===== config.mk =====
export PLATFORM = sky130hd
export DESIGN_NAME = dma_chain_channel
export DESIGN_NICKNAME = d
export VERILOG_FILES = /design/src/rtl/dma_chain_pkg.sv /design/src/rtl/dma_addr_step.sv /design/src/rtl/dma_chan_regs.sv /design/src/rtl/dma_data_buf.sv /design/src/rtl/dma_xfer_fsm.sv /design/src/rtl/dma_chain_channel.sv
export SDC_FILE = /design/constraint.sdc
export NUM_CORES = 1
export LEC_CHECK = 0
export ABC_AREA = 1
export BUFFER_PORTS_ARGS = -buffer_cell sky130_fd_sc_hd__buf_2
export CAP_MARGIN = 10
export CORE_ASPECT_RATIO = 1.2
export CORE_MARGIN = 3
export CORE_UTILIZATION = 45
export DETAILED_ROUTE_END_ITERATION = 10
export PLACE_DENSITY_LB_ADDON = 0.1
export REMOVE_ABC_BUFFERS = 1
export SLEW_MARGIN = 20
export SYNTH_ARGS = -nofsm -noshare
export SYNTH_HDL_FRONTEND = slang
export SYNTH_SLANG_ARGS = --single-unit

===== constraint.sdc =====
create_clock -name clk -period 2.71 [get_ports clk]
set_input_delay 0.542 -clock clk [delete_from_list [all_inputs] [get_ports clk]]
set_output_delay 0.542 -clock clk [all_outputs]
set_load 0.02 [all_outputs]

===== src/rtl/dma_chain_pkg.sv =====
package dma_chain_pkg;

   // Register indices on the write port
   localparam logic [2:0] IDX_CTRL  = 3'd0;
   localparam logic [2:0] IDX_SRC   = 3'd1;
   localparam logic [2:0] IDX_DST   = 3'd2;
   localparam logic [2:0] IDX_CNT   = 3'd3;
   localparam logic [2:0] IDX_CHCNT = 3'd4;

   // Control word bit positions
   localparam int CB_GO      = 0;
   localparam int CB_SRC_DEC = 1;
   localparam int CB_DST_DEC = 2;
   localparam int CB_WIDE    = 3;
   localparam int CB_CHAIN   = 4;

   typedef enum logic [1:0] {
      ST_IDLE  = 2'd0,
      ST_READ  = 2'd1,
      ST_WRITE = 2'd2
   } xfer_state_e;

   typedef struct packed {
      logic chain_en;
      logic wide;
      logic dst_dec;
      logic src_dec;
   } chan_ctrl_t;

endpackage


===== src/rtl/dma_addr_step.sv =====
module dma_addr_step #(
   parameter int ADDR_W    = 32,
   parameter bit NARROW_OK = 1'b1
) (
   input  logic [ADDR_W-1:0] addr_i,
   input  logic              dec_i,
   input  logic              wide_i,
   output logic [ADDR_W-1:0] addr_o
);
   localparam logic [ADDR_W-1:0] STEP_WIDE   = ADDR_W'(4);
   localparam logic [ADDR_W-1:0] STEP_NARROW = ADDR_W'(2);

   logic [ADDR_W-1:0] step;

   generate
      if (NARROW_OK) begin : g_two_sizes
         assign step = wide_i ? STEP_WIDE : STEP_NARROW;
      end else begin : g_wide_only
         logic unused_wide;
         assign unused_wide = wide_i;
         assign step = STEP_WIDE;
      end
   endgenerate

   assign addr_o = dec_i ? (addr_i - step) : (addr_i + step);

endmodule


===== src/rtl/dma_chan_regs.sv =====
module dma_chan_regs
   import dma_chain_pkg::*;
#(
   parameter int ADDR_W    = 32,
   parameter int CNT_W     = 16,
   parameter bit NARROW_OK = 1'b1
) (
   input  logic              clk,
   input  logic              rst_n,
   input  logic              wr_en,
   input  logic [2:0]        wr_idx,
   input  logic [31:0]       wr_data,
   input  logic              lock,
   input  logic              step,
   input  logic              reload,
   output logic              go,
   output chan_ctrl_t        ctrl,
   output logic              wide_eff,
   output logic [ADDR_W-1:0] src,
   output logic [ADDR_W-1:0] dst,
   output logic [CNT_W-1:0]  cnt,
   output logic              cnt_zero,
   output logic              cnt_last,
   output logic              chcnt_nz
);
   localparam logic [CNT_W-1:0] CNT_ONE = CNT_W'(1);

   logic [CNT_W-1:0]  chcnt;
   logic [ADDR_W-1:0] src_nx;
   logic [ADDR_W-1:0] dst_nx;
   logic              wr_ok;

   assign wr_ok = wr_en && !lock;
   assign go    = wr_ok && (wr_idx == IDX_CTRL) && wr_data[CB_GO];

   generate
      if (NARROW_OK) begin : g_width_sel
         assign wide_eff = ctrl.wide;
      end else begin : g_width_fixed
         assign wide_eff = 1'b1;
      end
   endgenerate

   dma_addr_step #(.ADDR_W(ADDR_W), .NARROW_OK(NARROW_OK)) u_src_step (
      .addr_i (src),
      .dec_i  (ctrl.src_dec),
      .wide_i (wide_eff),
      .addr_o (src_nx)
   );

   dma_addr_step #(.ADDR_W(ADDR_W), .NARROW_OK(NARROW_OK)) u_dst_step (
      .addr_i (dst),
      .dec_i  (ctrl.dst_dec),
      .wide_i (wide_eff),
      .addr_o (dst_nx)
   );

   always_ff @(posedge clk) begin
      if (!rst_n) begin
         ctrl  <= '0;
         src   <= '0;
         dst   <= '0;
         cnt   <= '0;
         chcnt <= '0;
      end else begin
         if (wr_ok) begin
            case (wr_idx)
               IDX_CTRL: begin
                  ctrl.src_dec  <= wr_data[CB_SRC_DEC];
                  ctrl.dst_dec  <= wr_data[CB_DST_DEC];
                  ctrl.wide     <= wr_data[CB_WIDE];
                  ctrl.chain_en <= wr_data[CB_CHAIN];
               end
               IDX_SRC:   src   <= wr_data[ADDR_W-1:0];
               IDX_DST:   dst   <= wr_data[ADDR_W-1:0];
               IDX_CNT:   cnt   <= wr_data[CNT_W-1:0];
               IDX_CHCNT: chcnt <= wr_data[CNT_W-1:0];
               default: ;
            endcase
         end
         if (step) begin
            src <= src_nx;
            dst <= dst_nx;
            if (reload) begin
               cnt           <= chcnt;
               ctrl.chain_en <= 1'b0;
            end else begin
               cnt <= cnt - CNT_ONE;
            end
         end
      end
   end

   assign cnt_zero = (cnt == '0);
   assign cnt_last = (cnt == CNT_ONE);
   assign chcnt_nz = (chcnt != '0);

   AST_RELOAD_TAKES_CHAIN: assert property (@(posedge clk) disable iff (!rst_n)
      reload |=> (cnt == $past(chcnt)) && !ctrl.chain_en);

endmodule


===== src/rtl/dma_data_buf.sv =====
module dma_data_buf #(
   parameter int DATA_W    = 32,
   parameter bit NARROW_OK = 1'b1
) (
   input  logic              clk,
   input  logic              rst_n,
   input  logic              capture,
   input  logic              wide,
   input  logic [DATA_W-1:0] rdata,
   output logic [DATA_W-1:0] wdata
);
   localparam int HALF_W = DATA_W / 2;

   logic [DATA_W-1:0] fill;

   generate
      if (NARROW_OK) begin : g_mask
         assign fill = wide ? rdata : {{(DATA_W-HALF_W){1'b0}}, rdata[HALF_W-1:0]};
      end else begin : g_pass
         logic unused_wide;
         assign unused_wide = wide;
         assign fill = rdata;
      end
   endgenerate

   always_ff @(posedge clk) begin
      if (!rst_n)
         wdata <= '0;
      else if (capture)
         wdata <= fill;
   end

endmodule


===== src/rtl/dma_xfer_fsm.sv =====
module dma_xfer_fsm
   import dma_chain_pkg::*;
(
   input  logic clk,
   input  logic rst_n,
   input  logic go,
   input  logic cnt_zero,
   input  logic cnt_last,
   input  logic chain_en,
   input  logic chcnt_nz,
   input  logic mem_ack,
   output logic rd_req,
   output logic wr_req,
   output logic capture,
   output logic step,
   output logic reload,
   output logic busy,
   output logic done,
   output logic chained
);
   xfer_state_e state_q, state_d;
   logic        finish;

   assign rd_req  = (state_q == ST_READ);
   assign wr_req  = (state_q == ST_WRITE);
   assign capture = rd_req && mem_ack;
   assign step    = wr_req && mem_ack;
   assign reload  = step && cnt_last && chain_en && chcnt_nz;
   assign finish  = step && cnt_last && !reload;
   assign busy    = (state_q != ST_IDLE);

   always_comb begin
      state_d = state_q;
      case (state_q)
         ST_IDLE:  if (go && !cnt_zero) state_d = ST_READ;
         ST_READ:  if (mem_ack) state_d = ST_WRITE;
         ST_WRITE: if (mem_ack) state_d = finish ? ST_IDLE : ST_READ;
         default:  state_d = ST_IDLE;
      endcase
   end

   always_ff @(posedge clk) begin
      if (!rst_n) begin
         state_q <= ST_IDLE;
         done    <= 1'b0;
         chained <= 1'b0;
      end else begin
         state_q <= state_d;
         done    <= (go && cnt_zero) || finish;
         if (go)
            chained <= 1'b0;
         else if (reload)
            chained <= 1'b1;
      end
   end

   AST_DONE_ONE_CYCLE: assert property (@(posedge clk) disable iff (!rst_n)
      done |=> !done);
   AST_CHAIN_KEEPS_GOING: assert property (@(posedge clk) disable iff (!rst_n)
      reload |=> chained && busy && rd_req);
   AST_ZERO_GO_DONE: assert property (@(posedge clk) disable iff (!rst_n)
      (go && cnt_zero && !busy) |=> done && !busy);

endmodule


===== src/rtl/dma_chain_channel.sv =====
module dma_chain_channel
   import dma_chain_pkg::*;
#(
   parameter int ADDR_W    = 32,
   parameter int DATA_W    = 32,
   parameter int CNT_W     = 16,
   parameter bit NARROW_OK = 1'b1
) (
   input  logic              clk,
   input  logic              rst_n,
   input  logic              reg_wr_en,
   input  logic [2:0]        reg_wr_idx,
   input  logic [31:0]       reg_wr_data,
   output logic              mem_req,
   output logic              mem_we,
   output logic              mem_size,
   output logic [ADDR_W-1:0] mem_addr,
   output logic [DATA_W-1:0] mem_wdata,
   input  logic              mem_ack,
   input  logic [DATA_W-1:0] mem_rdata,
   output logic              busy,
   output logic              done,
   output logic              chained,
   output logic [ADDR_W-1:0] stat_src,
   output logic [ADDR_W-1:0] stat_dst,
   output logic [CNT_W-1:0]  stat_cnt
);
   localparam logic [ADDR_W-1:0] STEP4 = ADDR_W'(4);
   localparam logic [ADDR_W-1:0] STEP2 = ADDR_W'(2);

   generate
      if (ADDR_W < 16 || ADDR_W > 32) begin : g_bad_addr_w
         $error("ADDR_W must lie in 16..32");
      end
      if (DATA_W != 32) begin : g_bad_data_w
         $error("DATA_W must be 32 to carry both element widths");
      end
      if (CNT_W < 2 || CNT_W > 32) begin : g_bad_cnt_w
         $error("CNT_W must lie in 2..32");
      end
   endgenerate

   chan_ctrl_t        ctrl;
   logic              go, wide_eff;
   logic              cnt_zero, cnt_last, chcnt_nz;
   logic              rd_req, wr_req, capture, step, reload;

   dma_chan_regs #(
      .ADDR_W(ADDR_W), .CNT_W(CNT_W), .NARROW_OK(NARROW_OK)
   ) u_regs (
      .clk      (clk),
      .rst_n    (rst_n),
      .wr_en    (reg_wr_en),
      .wr_idx   (reg_wr_idx),
      .wr_data  (reg_wr_data),
      .lock     (busy),
      .step     (step),
      .reload   (reload),
      .go       (go),
      .ctrl     (ctrl),
      .wide_eff (wide_eff),
      .src      (stat_src),
      .dst      (stat_dst),
      .cnt      (stat_cnt),
      .cnt_zero (cnt_zero),
      .cnt_last (cnt_last),
      .chcnt_nz (chcnt_nz)
   );

   dma_xfer_fsm u_fsm (
      .clk      (clk),
      .rst_n    (rst_n),
      .go       (go),
      .cnt_zero (cnt_zero),
      .cnt_last (cnt_last),
      .chain_en (ctrl.chain_en),
      .chcnt_nz (chcnt_nz),
      .mem_ack  (mem_ack),
      .rd_req   (rd_req),
      .wr_req   (wr_req),
      .capture  (capture),
      .step     (step),
      .reload   (reload),
      .busy     (busy),
      .done     (done),
      .chained  (chained)
   );

   dma_data_buf #(.DATA_W(DATA_W), .NARROW_OK(NARROW_OK)) u_buf (
      .clk     (clk),
      .rst_n   (rst_n),
      .capture (capture),
      .wide    (wide_eff),
      .rdata   (mem_rdata),
      .wdata   (mem_wdata)
   );

   assign mem_req  = rd_req || wr_req;
   assign mem_we   = wr_req;
   assign mem_size = wide_eff;
   assign mem_addr = wr_req ? stat_dst : stat_src;

   AST_REQ_HELD: assert property (@(posedge clk) disable iff (!rst_n)
      (mem_req && !mem_ack) |=> mem_req && (mem_addr == $past(mem_addr))
         && (mem_we == $past(mem_we)) && (mem_wdata == $past(mem_wdata)));
   AST_DONE_IDLE: assert property (@(posedge clk) disable iff (!rst_n)
      done |-> !busy && !mem_req);
   AST_IDLE_QUIET: assert property (@(posedge clk) disable iff (!rst_n)
      !busy |-> !mem_req);
   AST_DST_LOCKED: assert property (@(posedge clk) disable iff (!rst_n)
      (busy && !(mem_req && mem_we && mem_ack)) |=> (stat_dst == $past(stat_dst)));
   AST_DST_STEP: assert property (@(posedge clk) disable iff (!rst_n)
      (mem_req && mem_we && mem_ack) |=>
         ((stat_dst - $past(stat_dst)) == ($past(mem_size) ? STEP4 : STEP2))
      || (($past(stat_dst) - stat_dst) == ($past(mem_size) ? STEP4 : STEP2)));

endmodule


# ---- Word level (Yosys, flattened, before mapping)
# Index checks and enable logic that the tools add are counted.
dict set report classes {
  reduce_logical 32
  n_eq_ne 10
  bitwise 1
  multipliers 0
  div 0
  n_addsub 5
  n_lt_le_gt_ge 0
  muxes 24
  n_shift 0
}
# cell count
set op_table {}
lappend op_table {{$mux W32} 10}
lappend op_table {{$add A32 B32 Y32} 2}
lappend op_table {{$mux W16} 4}
lappend op_table {{$sub A32 B32 Y32} 2}
lappend op_table {{$eq A16 B1 Y1 const B} 1}
lappend op_table {{$logic_not A16 Y1} 1}
lappend op_table {{$reduce_bool A16 Y1} 1}
lappend op_table {{$sub A16 B1 Y16 const B} 1}
lappend op_table {{$logic_and A1 B1 Y1} 11}
lappend op_table {{$reduce_and A2 Y1} 5}
lappend op_table {{$reduce_bool A2 Y1} 5}
lappend op_table {{$mux W4} 2}
lappend op_table {{$eq A3 B2 Y1 const B} 2}
lappend op_table {{$mux W2} 3}
lappend op_table {{$pmux W2 S3} 1}
lappend op_table {{$ne A2 B2 Y1 const B} 2}
lappend op_table {{$eq A3 B1 Y1 const B} 1}
lappend op_table {{$eq A3 B3 Y1 const B} 1}
lappend op_table {{$logic_not A1 Y1} 3}
lappend op_table {{$logic_not A3 Y1} 1}
lappend op_table {{$mux W1} 3}
lappend op_table {{$mux W3} 1}
lappend op_table {{$reduce_and A3 Y1} 1}
lappend op_table {{$eq A2 B1 Y1 const B} 1}
lappend op_table {{6 further kinds} 7}
dict set report word_totals {
  latchBits 0
  ramBits 0
  ff_bits 136
  mem_count 0
  romBits 0
  wordCells 84
  in_bits 71
}

# ---- Logic depth before layout (Yosys ltp)
dict set report depth {
  depth_word 10
  ltp_mapped 15
}

# ---- Modules after synthesis
# Synthesis repeated with hierarchy kept, for this count alone.
dict set report hier_totals {
  cells_unflattened 1983
  area_unflattened_um2 11433.5
}
# module seq_area_each_um2 instances cells_per_inst area_each_um2
set modules_own_cells {}
lappend modules_own_cells {dma_chan_regs 2001.9 1 709 4918.5}
lappend modules_own_cells {dma_addr_step 0.0 2 498 2357.3}
lappend modules_own_cells {dma_data_buf 640.6 1 140 1128.6}
lappend modules_own_cells {dma_chain_channel 0.0 1 105 440.4}
lappend modules_own_cells {dma_xfer_fsm 80.1 1 33 231.5}

# ---- Worst setup path before layout
# OpenSTA, ideal clock, no wires.
dict set report synth_path {
  kind {register to register}
  start {register, netlist name u_regs.wide_eff}
  end {register u_regs.dst[9]}
  t_arrival_ns 2.345
  setup_ns 0.133
  setup_slack_ns 0.233
  stages_incl_launch_ff 14
  cell_sequence {dfxtp_1 clkbuf_1 buf_1 nor2_1 ha_1 nand2_1 nand3b_1 nand2_1 nand2_1 nand2_1 nand2_1 or2_2 nand3_1 a31oi_1}
}
dict set report synth_between {
  elab_chain_cells 4
}
# element line_no
set synth_lines {}
lappend synth_lines {{$mux W3 (*)} dma_addr_step.sv:17} ;# assign step = wide_i ? STEP_WIDE : STEP_NARROW;
lappend synth_lines {{$add A32 B32 Y32 / $sub A32 B32 Y32 (equally long branches)} dma_addr_step.sv:25} ;# assign addr_o = dec_i ? (addr_i - step) : (addr_i + step);
lappend synth_lines {{$mux W32 (*)} dma_addr_step.sv:25}
lappend synth_lines {{$mux W32 (*)} dma_chan_regs.sv:81} ;# if (step) begin
lappend synth_lines {{end signal: assignment} dma_chan_regs.sv:75} ;# IDX_DST: dst <= wr_data[ADDR_W-1:0];
lappend synth_lines {{end signal: assignment} dma_chan_regs.sv:83} ;# dst <= dst_nx;
lappend synth_lines {{end: declaration} dma_chan_regs.sv:20} ;# output logic [ADDR_W-1:0] dst,
# Mark *: on every way between the ends. The rest lies on a longest branch, timed or not.
# A chain may end at the register's enable or synchronous reset.

# ---- Worst setup path after layout
dict set report layout_path {
  start {register u_fsm.state_q[0]}
  end {output port mem_addr[12]}
}
dict set report layout_between {
  elab_chain_cells 2
}
# element line_no
set layout_lines {}
lappend layout_lines {{start: declaration} dma_xfer_fsm.sv:21} ;# xfer_state_e state_q, state_d;
lappend layout_lines {{start signal: assignment} dma_xfer_fsm.sv:48} ;# state_q <= state_d;
lappend layout_lines {{$eq A2 B2 Y1} dma_xfer_fsm.sv:25} ;# assign wr_req = (state_q == ST_WRITE);
lappend layout_lines {{$mux W32} dma_chain_channel.sv:101} ;# assign mem_addr = wr_req ? stat_dst : stat_src;
lappend layout_lines {{end: declaration} dma_chain_channel.sv:17} ;# output logic [ADDR_W-1:0] mem_addr,
# No other way between the ends.

==> key figures <==
Global routing
  • Largest net degree at the start of global routing: 54
  • Gr ovfl total: 0
  • Initial antenna violation count: 1
  • First-pass GRT wire length: 63,400 µm
  • Gr usage total: 29.1%
  • Vias in the first global route: between 10,000 and 15,000

Cells and area
  • Layout area overhead: 17.9%
  • Non-filler cells, final: 2,516
  • Layout cell share with drive strength beyond 1: between 10% and 20%
  • Post-layout nets: around 2,300

Clock tree
  • CTS clk-pin slew, worst paths: about 70 ps
  • CTS tree: built
  • Post-CTS setup buffer count: 0
  • Skew-Pair Late Insertion Delay: approximately 440 ps
  • Root Buffer: clkbuf_16
  • CTS max path bufs: 2
  • Sink Count: 136
  • CTS Buf Count: 17
  • H-tree depth: 4

Synth
  • Post-synth EDFFs: 0
  • Ys flop type: dfxtp_1
  • Avg Cell Area, Syn: just under 6 µm²
  • Post-Synth Adder-Cell Area: 7.70%
  • Cell taking the most area after synthesis: dfxtp_1
  • Leading cell type by number of instances after synthesis: nand2_1
  • Compound-Gate Fraction of Synth Area: between 10% and 20%
  • Synthesis-stage register bit count: 136
  • Post-Synth XOR/XNOR Area: approximately 1.0%
  • Ys Warns: 0
  • Mux share of post-synthesis cell area: 0.495%
  • Async SR Flop Fraction: 0%
  • Largest family of logic cells by synthesized area: simple AND/OR/NAND/NOR gates
  • Synth top cells by count: nand2_1, inv_1, nor2_1
  • Synth top area cells: dfxtp_1, nand2_1, inv_1, ha_1, a21oi_1
  • Top-area cell type share of the netlist area: 23.9%
  • Post-Syn Area: about 11,000 µm²
  • Synth cell types: 41
  • Sequential element share of the synthesized area: about a quarter
  • Synth Area in Simple Gates: 36.3%
  • Synthesized instance count: 1,967

STA
  • Slew HR: 57.9%
  • RSZ-0062 raised after global routing: false
  • Endpoints failing setup: 0
  • F_max: approximately 380 MHz
  • Clk_skew: 10.0 ps
  • Final min period: 2660 ps
  • Final hold vios: 0
  • Slew Limit Fails: 0
  • Final period util: between 90% and 100%
  • Worst-Margin Slew: 631 ps

Hold path
  • Hold Startpoint: mem_rdata[12]
  • Hold WC Path Type: input port to flip-flop

Worst setup path
  • Classification of the worst setup path: flip-flop to output pin
  • Reg2reg start: u_regs.ctrl[1]
  • Crit path arrival time: 2120 ps
  • Worst Path Required: 2170 ps
  • CP startpoint: u_fsm.state_q[0]
  • Worst Path Max Fanout: 43
  • Element type at the critical path end: output pin
  • CP startpoint kind: flip-flop

Die
  • Top-level I/O count: 221
  • Die ar.: 27,200 µm²
  • Cell Rows: 63
  • Core Area: 24,800 µm²
  • Chip height: 180 µm
  • Starting Density: 45.8%
  • Die width: 151 µm

Power and ir drop
  • Pwr Total: 7.79 mW
  • P_int: ~4.4 mW
  • Maximum vdd drop: 0.563 mV
  • Pwr Density: ~580 nW/µm²
  • Sw Share: 43.4%
  • Reg power frac: 31.1%
  • Clock power frac: 29.2%
  • Gate power share: 39.7%
  • Sw power: 3.38 mW
  • Lkg Pwr: between 7 and 8 nW

Route
  • Total wire length: 40,200 µm
  • Via count: 12,919
  • DR DRC count: 0
  • Initial DRC count: 764
  • Pre-antenna DRT Iters: 5
  • Via density: 5.13
  • Wire length per cell: ~16 µm
  • DRT antenna net count: 0

Outcome
  • Outcome: complete, no violations

Job
  • Max-cap viol count: 0

Placed design
  • Placed cells: between 2,000 and 2,500
  • Placer Congestion: between 0.9 and 1
  • HPWL Detailed: 31,900 µm
  • I/O Buffers: 220
[power groups by stage]
| stage | sequential [mW] | combinational [mW] | clock, mW |
|---|---|---|---|
| final | 2.42 | 3.09 | 2.28 |
| after global routing | 2.44 | 3.44 | 2.38 |
| after CTS | 2.42 | 3.09 | 2.30 |
| after detailed placement | 2.46 | 3.08 | 0 |
| after global placement | 2.46 | 3.05 | 0 |
| after floorplan | 2.61 | 1.92 | 0 |
[metal layers]
metal | part of all wire, % | global-route usage [%] | wire, µm | up-vias
li1 | - | - | - | 6570
met1 | 41 | 36.3 | 16600 | 5806
met2 | 48 | 50.7 | 19500 | 473
met5 | 0 | 0 | 0 | -
met3 | 7.3 | 4.75 | 2950 | 70
met4 | 3.1 | 9.33 | 1230 | 0
[worst max-delay path: stages (launching register included)]
cell	delay, ps
dfxtp_1	420
inv_1	90
ha_2	210
buf_4	250
o21ai_0	450
buf_2	260
[area by class of cell]
class / instances / area, µm²
Antenna cell: 1 / 2.50
Clock buffer: 17 / 425
Clock inverter: 15 / 139
Fill cell: 2650 / 11400
Inverter: 374 / 1400
Multi-Input combinational cell: 1401 / 6990
Sequential cell: 136 / 2720
Tap cell: 325 / 407
Timing Repair Buffer: 247 / 1320
[state kept, by name, summed over array words and instances, names as in the netlist]
name and flops:
u_fsm.state_q 2, u_regs.dst 32, u_fsm.done 1, u_fsm.chained 1
u_regs.chcnt 16, u_regs.cnt 16, u_regs.ctrl 3, u_buf.wdata 32
u_regs.wide_eff 1, u_regs.src 32
[timing repair]
item / 4_1_cts / 5_1_grt
hold endpoints to repair: 0 / 0
endpoints found under the setup margin: 1 / 0
gates resized for setup: 1 / 0
hold buffers: 0 / 0
[kinds of logic (layout without fill, tap and decap cells)]
kind of cell / count (synthesis) / after routing
compound gates: 322 / 322
mux: 5 / 5
other cells: 0 / 1
flops: 136 / 136
simple gates: 991 / 991
xor+xnor: 13 / 13
fa+ha+maj: 70 / 70
buf+inv: 430 / 653
[final timing paths]
path              cells past startpoint              end  slack, ps
setup reg to reg                     13   u_regs.dst[26]        460
hold reg to reg                       2  u_buf.wdata[26]        460
setup / recovery                      5     mem_addr[12]         50
hold / removal                        3  u_buf.wdata[12]        360
[layout by cell type (no fill, tap or decap), drive strengths merged, types with 3 or more instances in the layout]
cell type	n
xnor2	4
clkbuf	17
inv	379
clkinvlp	6
nor3	10
nand3	126
a31oi	19
mux2	5
xor2	9
a21oi	147
nand2	639
nand4	7
or2	13
o21bai	5
ha	70
a21o	3
o21ai	121
o22ai	20
dfxtp	136
nand3b	11
buf	247
clkinv	4
nor2	185
o211ai	3
[metrics by stage]
step                cell area [µm²]  setup WS [ps]  setup TNS, ps  hold WS [ps]  util [%]
floorplan                     11100          -1490         -95520           443         -
global placement              12800            498              0           450      51.7
detailed placement            12800            423              0           452      51.7
CTS                           13400           86.9              0           346      54.0
global route                  13400           13.6              0           355      54.0
finish                        13400           46.9              0           356      54.0
Power figures use the tool's default switching activity.
